## config.mk

```make
export PLATFORM = sky130hd
export DESIGN_NAME = kbc_host_if
export DESIGN_NICKNAME = d
export VERILOG_FILES = /design/src/rtl/kbc_pkg.sv /design/src/rtl/kbc_ibuf.sv /design/src/rtl/kbc_obuf.sv /design/src/rtl/kbc_irq_ctl.sv /design/src/rtl/kbc_host_if.sv
export SDC_FILE = /design/constraint.sdc
export NUM_CORES = 1
export LEC_CHECK = 0
export ABC_CLOCK_PERIOD_IN_PS = 1950
export CORE_MARGIN = 3
export CORE_UTILIZATION = 40
export DETAILED_ROUTE_END_ITERATION = 8
export HOLD_SLACK_MARGIN = 0.12
export PLACE_DENSITY = 0.81
export SYNTH_ARGS = -nofsm -noshare
export SYNTH_HDL_FRONTEND = slang
export SYNTH_HIERARCHICAL = 1
export SYNTH_SLANG_ARGS = --single-unit
```

## constraint.sdc

```tcl
create_clock -name clk -period 1.95 [get_ports clk]
set_input_delay 0.585 -clock clk [delete_from_list [all_inputs] [get_ports clk]]
set_output_delay 0.585 -clock clk [all_outputs]
set_load 0.01 [all_outputs]
```

## src/rtl/kbc_pkg.sv

```systemverilog
package kbc_pkg;
  // status byte bit positions seen by the host
  localparam int ST_OBF = 0;
  localparam int ST_IBF = 1;
  localparam int ST_CD  = 3;
  // port register bit positions
  localparam int PORT_W   = 3;
  localparam int PB_A20   = 0;
  localparam int PB_KBD   = 1;
  localparam int PB_MOUSE = 2;

  // interrupt selection: gated by a flag when enabled, else direct port bit
  function automatic logic irq_select(logic en_flags, logic port_bit, logic flag);
    return en_flags ? (port_bit & flag) : port_bit;
  endfunction
endpackage

```

## src/rtl/kbc_ibuf.sv

```systemverilog
module kbc_ibuf #(
  parameter int DATA_W = 8
) (
  input  logic              clk,
  input  logic              rst,
  input  logic              host_wr,
  input  logic              host_cmd,
  input  logic [DATA_W-1:0] host_wdata,
  input  logic              cpu_rd,
  output logic [DATA_W-1:0] buf_data,
  output logic              ibf,
  output logic              cmd_flag
);
  always_ff @(posedge clk) begin
    if (rst) begin
      buf_data <= '0;
      ibf      <= 1'b0;
      cmd_flag <= 1'b0;
    end else if (host_wr) begin
      buf_data <= host_wdata;
      cmd_flag <= host_cmd;
      ibf      <= 1'b1;
    end else if (cpu_rd) begin
      ibf      <= 1'b0;
    end
  end
endmodule

```

## src/rtl/kbc_obuf.sv

```systemverilog
module kbc_obuf #(
  parameter int DATA_W = 8
) (
  input  logic              clk,
  input  logic              rst,
  input  logic              cpu_wr,
  input  logic [DATA_W-1:0] cpu_wdata,
  input  logic              host_take,
  input  logic              sw_clr,
  output logic [DATA_W-1:0] buf_data,
  output logic              obf
);
  logic clr_evt;
  assign clr_evt = host_take | sw_clr;

  always_ff @(posedge clk) begin
    if (rst) begin
      buf_data <= '0;
      obf      <= 1'b0;
    end else if (cpu_wr) begin
      buf_data <= cpu_wdata;
      obf      <= 1'b1;
    end else if (clr_evt) begin
      obf      <= 1'b0;
    end
  end
endmodule

```

## src/rtl/kbc_irq_ctl.sv

```systemverilog
module kbc_irq_ctl
  import kbc_pkg::*;
(
  input  logic              clk,
  input  logic              rst,
  input  logic              en_strobe,
  input  logic              port_wr,
  input  logic [PORT_W-1:0] port_wdata,
  input  logic              ibf,
  input  logic              obf,
  output logic              en_flags,
  output logic              port_kbd,
  output logic              port_mouse,
  output logic              kbd_irq,
  output logic              mouse_irq,
  output logic              gate_a20
);
  logic [PORT_W-1:0] port_q;

  always_ff @(posedge clk) begin
    if (rst) begin
      en_flags <= 1'b0;
      port_q   <= '0;
    end else begin
      if (en_strobe) en_flags <= 1'b1;
      if (port_wr)   port_q   <= port_wdata;
    end
  end

  assign port_kbd   = port_q[PB_KBD];
  assign port_mouse = port_q[PB_MOUSE];
  assign gate_a20   = port_q[PB_A20];
  assign kbd_irq    = irq_select(en_flags, port_kbd, obf);
  assign mouse_irq  = irq_select(en_flags, port_mouse, ~ibf);
endmodule

```

## src/rtl/kbc_host_if.sv

```systemverilog
module kbc_host_if
  import kbc_pkg::*;
#(
  parameter int DATA_W = 8
) (
  input  logic              clk,
  input  logic              rst,
  input  logic              host_wr,
  input  logic              host_rd,
  input  logic              host_sa2,
  input  logic [DATA_W-1:0] host_wdata,
  output logic [DATA_W-1:0] host_rdata,
  input  logic              cpu_ibuf_rd,
  output logic [DATA_W-1:0] cpu_ibuf_data,
  output logic              cpu_cmd_flag,
  input  logic              cpu_obuf_wr,
  input  logic [DATA_W-1:0] cpu_obuf_wdata,
  input  logic              cpu_obf_clr,
  input  logic              cpu_port_wr,
  input  logic [PORT_W-1:0] cpu_port_wdata,
  input  logic              cpu_en_flags,
  output logic              kbd_irq,
  output logic              mouse_irq,
  output logic              gate_a20
);
  // named internal events, also observed by the bound checker
  logic              ibf_q, obf_q, en_q, p24_q, p25_q;
  logic              host_data_rd, host_take;
  logic [DATA_W-1:0] obuf_q, status_byte;

  assign host_data_rd = host_rd & ~host_sa2;
  assign host_take    = host_data_rd & en_q;

  kbc_ibuf #(.DATA_W(DATA_W)) u_ibuf (
    .clk(clk), .rst(rst), .host_wr(host_wr), .host_cmd(host_sa2),
    .host_wdata(host_wdata), .cpu_rd(cpu_ibuf_rd),
    .buf_data(cpu_ibuf_data), .ibf(ibf_q), .cmd_flag(cpu_cmd_flag)
  );

  kbc_obuf #(.DATA_W(DATA_W)) u_obuf (
    .clk(clk), .rst(rst), .cpu_wr(cpu_obuf_wr), .cpu_wdata(cpu_obuf_wdata),
    .host_take(host_take), .sw_clr(cpu_obf_clr),
    .buf_data(obuf_q), .obf(obf_q)
  );

  kbc_irq_ctl u_irq (
    .clk(clk), .rst(rst), .en_strobe(cpu_en_flags),
    .port_wr(cpu_port_wr), .port_wdata(cpu_port_wdata),
    .ibf(ibf_q), .obf(obf_q), .en_flags(en_q),
    .port_kbd(p24_q), .port_mouse(p25_q),
    .kbd_irq(kbd_irq), .mouse_irq(mouse_irq), .gate_a20(gate_a20)
  );

  always_comb begin
    status_byte         = '0;
    status_byte[ST_OBF] = obf_q;
    status_byte[ST_IBF] = ibf_q;
    status_byte[ST_CD]  = cpu_cmd_flag;
  end

  assign host_rdata = host_sa2 ? status_byte : obuf_q;
endmodule

```

==> results of run 1 <==
-- registers in the layout, indices dropped and copies added (netlist names) --
name and count:
u_ibuf/ibf 1, u_ibuf/cmd_flag 1, u_obuf/buf_data 8, u_ibuf/buf_data 8
u_obuf/obf 1, u_irq/port_q 3, u_irq/en_flags 1
-- power by group through the flow --
stage	clock (mW)	sequential [mW]	combinational [mW]
floorplan	0	0.527	0.0805
global placement	0	0.523	0.196
detailed placement	0	0.525	0.199
CTS	0.221	0.514	0.198
global route	0.241	0.518	0.211
finish	0.215	0.514	0.195
-- final cells by class --
cell class                 instances  area share
timing repair buffer              54       0.343
sequential                        23       0.316
tap                               27      0.0232
clock buffer                       4      0.0180
multi-input combinational         57       0.292
inverter                           3     0.00773
-- cell usage after synthesis, types with 2 or more instances --
library cell and count:
a21boi_0 2, inv_1 3, and2b_2 5, buf_6 2, dfxtp_1 23, mux2i_1 20
mux2_4 3, nor2_1 22
-- how the worst min path moves through the flow --
stage / startpoint / endpoint / slack [ps] / cells past startpoint
after global placement: u_obuf/buf_data[7] / u_obuf/buf_data[7] / 470 / 2
final: u_ibuf/ibf / u_ibuf/ibf / 500 / 2
after global routing: u_ibuf/ibf / u_ibuf/ibf / 530 / 2
after CTS: u_ibuf/ibf / u_ibuf/ibf / 500 / 2
after floorplan: u_irq/port_q[1] / u_irq/port_q[1] / 450 / 2
after detailed placement: u_irq/port_q[2] / u_irq/port_q[2] / 470 / 2
-- logic make-up (layout without fill, tap and decap cells) --
family	count (synthesis)	count (layout)	share of synthesized area
flops	23	23	0.492
buf+inv	8	61	0.0535
mux	23	23	0.262
simple gates	30	30	0.162
compound gates	4	4	0.0307
-- metrics by stage --
step,cells,power [mW]
after CTS,168,0.934
after floorplan,88,0.607
after global routing,168,0.970
after detailed placement,162,0.724
final,168,0.924
after global placement,162,0.719
-- routing by layer --
layer | track usage | wire length [um] | up-vias | share of wire
li1 | - | - | 400 | -
met1 | 0.164 | 854 | 353 | 0.39
met2 | 0.285 | 1070 | 40 | 0.48
met3 | 0.0545 | 260 | 4 | 0.12
met4 | 0.0747 | 31 | 0 | 0.014
met5 | 0 | 0 | - | 0
-- critical path: stages --
cell and delay [ps]:
buf_2 120, buf_6 130, mux2_4 280, buf_2 140
-- timing repair --
item,4_1_cts,5_1_grt
setup buffers,1,0
resized for setup,29,3
endpoints found under the setup margin,10,6
gates cloned,1,0
==> impl_results.md, run 1 <==
* Status: finished clean
* Drc violations at 0
* Fmax at 543 MHz
* Multi-input logic area at 425 um^2
* Final instance area at 1460 um^2
* Overall die width at 54.4 um
* WP data arrival at 1260 ps
* R2r worst-path depth at 3
* Critical R2R Launch: u_irq/en_flags
* Via count at 797
* Area grow syn2layout at 55.7%
* Core Util, Final at 0.700
* Fin crit period at 1840 ps
* DR pass1 iterations at 4
* Seq pwr share at 0.557
* CP Capture Type: primary output
* Gr ovfl total at 0
* Most frequent cells in the layout: 37 x clkdlybuf4s50_1, 23 x dfxtp_1, 22 x nor2_1, 20 x mux2i_1, 5 x and2b_2
* Post-DP Area at 1440 um^2
* Top_reg_cell synth: dfxtp_1
* Rows at 16
* Antenna viol nets, final at 0
* DRT iter0 DRCs at 11
* CTS tree: yes
* Ys async rst share at 0
* Wirelength per Cell at 13.2 um
* Initial antenna violation count at 0
* Largest net degree at the start of global routing at 24
* Sequential share of the synthesized area at 0.492
* Clock Sink Count at 23
* Worst-skew pair later-pin latency at 300 ps
* CP startpoint kind: primary input
* Mapped Area at 936 um^2
* Max-cap violations at 0
* Core Area at 2080 um^2
* Leakage at 0.677 nW
* Critical R2R Capture: u_obuf/obf
* Clk buf depth at 2
* RSZ-0062 raised after global routing: no
* Die area at 2960 um^2
* Crit path max fanout at 5
* Num CTS Buffers at 3
* Number of global-route vias before repair at 736
* Final Skew at 2.93 ps
* Post-synth EDFFs at 0
* Final WS setup at 108 ps
* Netlist cell types at 16
* PortBufs at 48
* Warning count from the yosys run at 6
* Pwr/cell area at 634 nW/um^2
* Initial core utilization at 0.450
* Layout cell share with drive strength beyond 1 at 0.177
* Reg area at 460 um^2
* GR Util All Layers at 0.159
* Syn_nets at 117
* Switching pwr at 221 uW
* First-pass GRT wire length at 3.33 mm
* Worst slack, placed at -626 ps
* R2r setup slk at 860 ps
* Quantity of hold-fixing buffers added after cts at 0
* Ports at 49
* Avg Cell Area, Syn at 10.6 um^2
* Top cells by area, synth: dfxtp_1 49%, mux2i_1 21%, nor2_1 8.8%
* ANT cells at 0
* Mapped Cells at 88
* Vias/cell at 4.74
* HP Class: register to register
* Fin. Hold Viols at 0
* Die height at 54.4 um
* CP Launch Point: host_sa2
* Post-synth top area share at 0.492
* Comb pwr share at 0.211
* Setup tns final at 0 ps
* Net count, final at 171
* # fillers at 187
* Clock network fraction of design power at 0.232
* CTS clk-pin slew, worst paths at 120 ps
* Tcrit/Tclk final at 0.944
* Required @ worst endpoint at 1360 ps
* Slew HR at 0.839
* Dpl hpwl at 1.56 mm
* End of the critical path: host_rdata[1]
* Fin. max-slew vios at 0
* Max H-tree Level at 1
* Root Driver: clkbuf_4
* Final setup violation count at 0
* Slew @ Worst Pin at 241 ps
* VDD IR max at 0.000481 V
* Internal at 703 uW
* CP Class: primary input to primary output
* Hold Slack at 500 ps
* Total Routed Length at 2.22 mm
* Sw Ratio at 0.239
* Synth area leader: dfxtp_1
* Placer Congestion at 0.661
* Most common cell after layout, fill and taps aside: clkdlybuf4s50_1
* Yosys reg bits at 23
Note: power is estimated with default switching activity, not from simulation.
==> inputs of run 2 (changes only) <==
ABC_CLOCK_PERIOD_IN_PS = 1500   (was 1950)
CORE_UTILIZATION = 34   (was 40)
PLACE_DENSITY = 0.74   (was 0.81)
clock period = 1.5 ns   (was 1.95 ns; I/O delays follow)
==> run 2 against run 1 <==
Compared with the run above:
- cell count is 2.4% higher
- setup slack worse by 95 ps
- via count is 2.1% lower
- routed wire length is 0.86% lower
- sequential power is 30% higher
- global-route usage is 2.4 points lower
- register-to-register slack worse by 470 ps
- combinational power is 33% higher
- total power is 31% higher
- flip-flop and latch count stayed put
- non-clock buffer count is 1 higher
- clock-buffer cell count stayed put
- critical path type is now register to primary output
- critical endpoint unchanged
==> impl_results.md, run 2 (synthesis gave the netlist of run 1 again) <==
* Status: finished clean
* Largest net degree at the start of global routing at 24
* Max H-tree Level at 1
* Die height at 58.5 um
* Ports at 49
* Max-cap violations at 0
* Wirelength per Cell at 12.8 um
* Biggest regs: u_ibuf/buf_data: 8 flops, u_obuf/buf_data: 8 flops, u_irq/port_q: 3 flops
* CP Capture Type: primary output
* Final Skew at 0.693 ps
* R2r setup slk at 390 ps
* Slew @ Worst Pin at 142 ps
* Gr ovfl total at 0
* Num CTS Buffers at 3
* Fin crit period at 1490 ps
* Via count at 780
* CTS clk-pin slew, worst paths at 120 ps
* VDD IR max at 0.000684 V
* Root Driver: clkbuf_4
* CP Launch Point: u_ibuf/ibf
* Fin. Hold Viols at 0
* Initial antenna violation count at 0
* Min-delay src: u_obuf/buf_data[6]
* Fmax at 673 MHz
* Critical R2R Launch: u_irq/en_flags
* Fin. max-slew vios at 0
* Tcrit/Tclk final at 0.991
* Multi-input logic area at 425 um^2
* Net count, final at 172
* Most frequent cells in the layout: 27 x clkdlybuf4s50_1, 22 x nor2_1, 20 x mux2i_1, 18 x dfxtp_1, 9 x dlygate4sd2_1
* Slew HR at 0.903
* DR pass1 iterations at 4
* Required @ worst endpoint at 1050 ps
* Dpl hpwl at 1.66 mm
* First-pass GRT wire length at 3.62 mm
* Final instance area at 1490 um^2
* Antenna viol nets, final at 0
* R2r worst-path depth at 3
* Placer Congestion at 0.676
* DRT iter0 DRCs at 11
* Vias/cell at 4.53
* Layout cell share with drive strength beyond 1 at 0.254
* Post-DP Area at 1490 um^2
* Die area at 3420 um^2
* Area grow syn2layout at 59.0%
* PortBufs at 48
* Final setup violation count at 0
* End of the critical path: host_rdata[1]
* Drc violations at 0
* GR Util All Layers at 0.135
* Initial core utilization at 0.368
* Most common cell after layout, fill and taps aside: clkdlybuf4s50_1
* CP startpoint kind: register
* CTS tree: yes
* WP data arrival at 1040 ps
* Worst slack, placed at -816 ps
* HP Class: register to register
* Clk buf depth at 2
* # fillers at 245
* Leakage at 0.733 nW
* Reg area at 467 um^2
* Total Routed Length at 2.20 mm
* Pwr/cell area at 811 nW/um^2
* Core Util, Final at 0.585
* Core Area at 2540 um^2
* ANT cells at 0
* Number of global-route vias before repair at 838
* RSZ-0062 raised after global routing: yes
* Worst-skew pair later-pin latency at 300 ps
* Final WS setup at 13.2 ps
* Clock Sink Count at 23
* CP Class: register to primary output
* Crit path max fanout at 3
* Overall die width at 58.5 um
* Critical R2R Capture: u_obuf/obf
* Rows at 18
## run 2: cell types whose count changed in the layout (fill, tap and decap cells not counted)
cell / before / now
clkdlybuf4s15_1: 3 / 1
buf_2: 4 / 7
a21boi_0: 2 / 0
clkbuf_2: 2 / 0
buf_12: 0 / 2
dfxtp_1: 23 / 18
clkdlybuf4s50_1: 37 / 27
buf_6: 2 / 5
dfxtp_2: 0 / 5
a21boi_1: 0 / 2
dlygate4sd2_1: 2 / 9
## run 2: final cells by class
| type | instances | area share |
|---|---|---|
| Sequential cell | 23 | 0.314 |
| Inverter | 3 | 0.00757 |
| Tap cell | 30 | 0.0252 |
| Timing Repair Buffer | 55 | 0.350 |
| Clock buffer | 4 | 0.0177 |
| Multi-Input combinational cell | 57 | 0.286 |
## run 2: worst min-delay path by stage
| stage | to | depth (start not counted) |
|---|---|---|
| after floorplan | u_irq/port_q[1] | 2 |
| after global placement | u_obuf/buf_data[4] | 2 |
| after detailed placement | u_obuf/buf_data[6] | 2 |
| after CTS | u_ibuf/cmd_flag | 4 |
| after global routing | u_ibuf/cmd_flag | 4 |
| final | u_obuf/buf_data[6] | 2 |
## run 2: power by group
| part | switching, mW | internal (mW) | total, mW | leakage, nW |
|---|---|---|---|---|
| Sequential | 0.0193 | 0.650 | 0.669 | 0.192 |
| Combinational | 0.0936 | 0.166 | 0.260 | 0.526 |
| Clock | 0.174 | 0.104 | 0.277 | 0.0150 |
| Total | 0.287 | 0.919 | 1.21 | 0.733 |
## run 2: routing by layer
layer | vias to the layer above | routed length, um | part of all wire | track usage
met3 | 2 | 206 | 0.094 | 0.0307
met2 | 33 | 1060 | 0.48 | 0.225
met1 | 349 | 926 | 0.42 | 0.170
li1 | 396 | - | - | -
met4 | 0 | 8 | 0.0036 | 0.0497
met5 | - | 0 | 0 | 0
## run 2: worst max-delay path: stages, from the launching register on
cell     delay, ps
dfxtp_2        350
mux2_4         260
buf_6          120
## run 2: what timing repair did
action / in CTS / in global routing
endpoints found under the setup margin: 21 / 5
gates cloned: 1 / 0
gates resized for setup: 64 / 5
hold buffers: 0 / 0
setup buffers: 0 / 0
hold endpoints to repair: 0 / 0
## run 2: per-stage QoR
stage / hold slack, ps / TNS (ps) / instances / power (mW)
floorplan: 453 / 0 / 88 / 0.790
finish: 505 / 0 / 172 / 1.21
detailed placement: 484 / -6440 / 168 / 0.957
CTS: 475 / -123 / 173 / 1.23
global route: 525 / -53.0 / 172 / 1.27
global placement: 466 / -6440 / 168 / 0.951
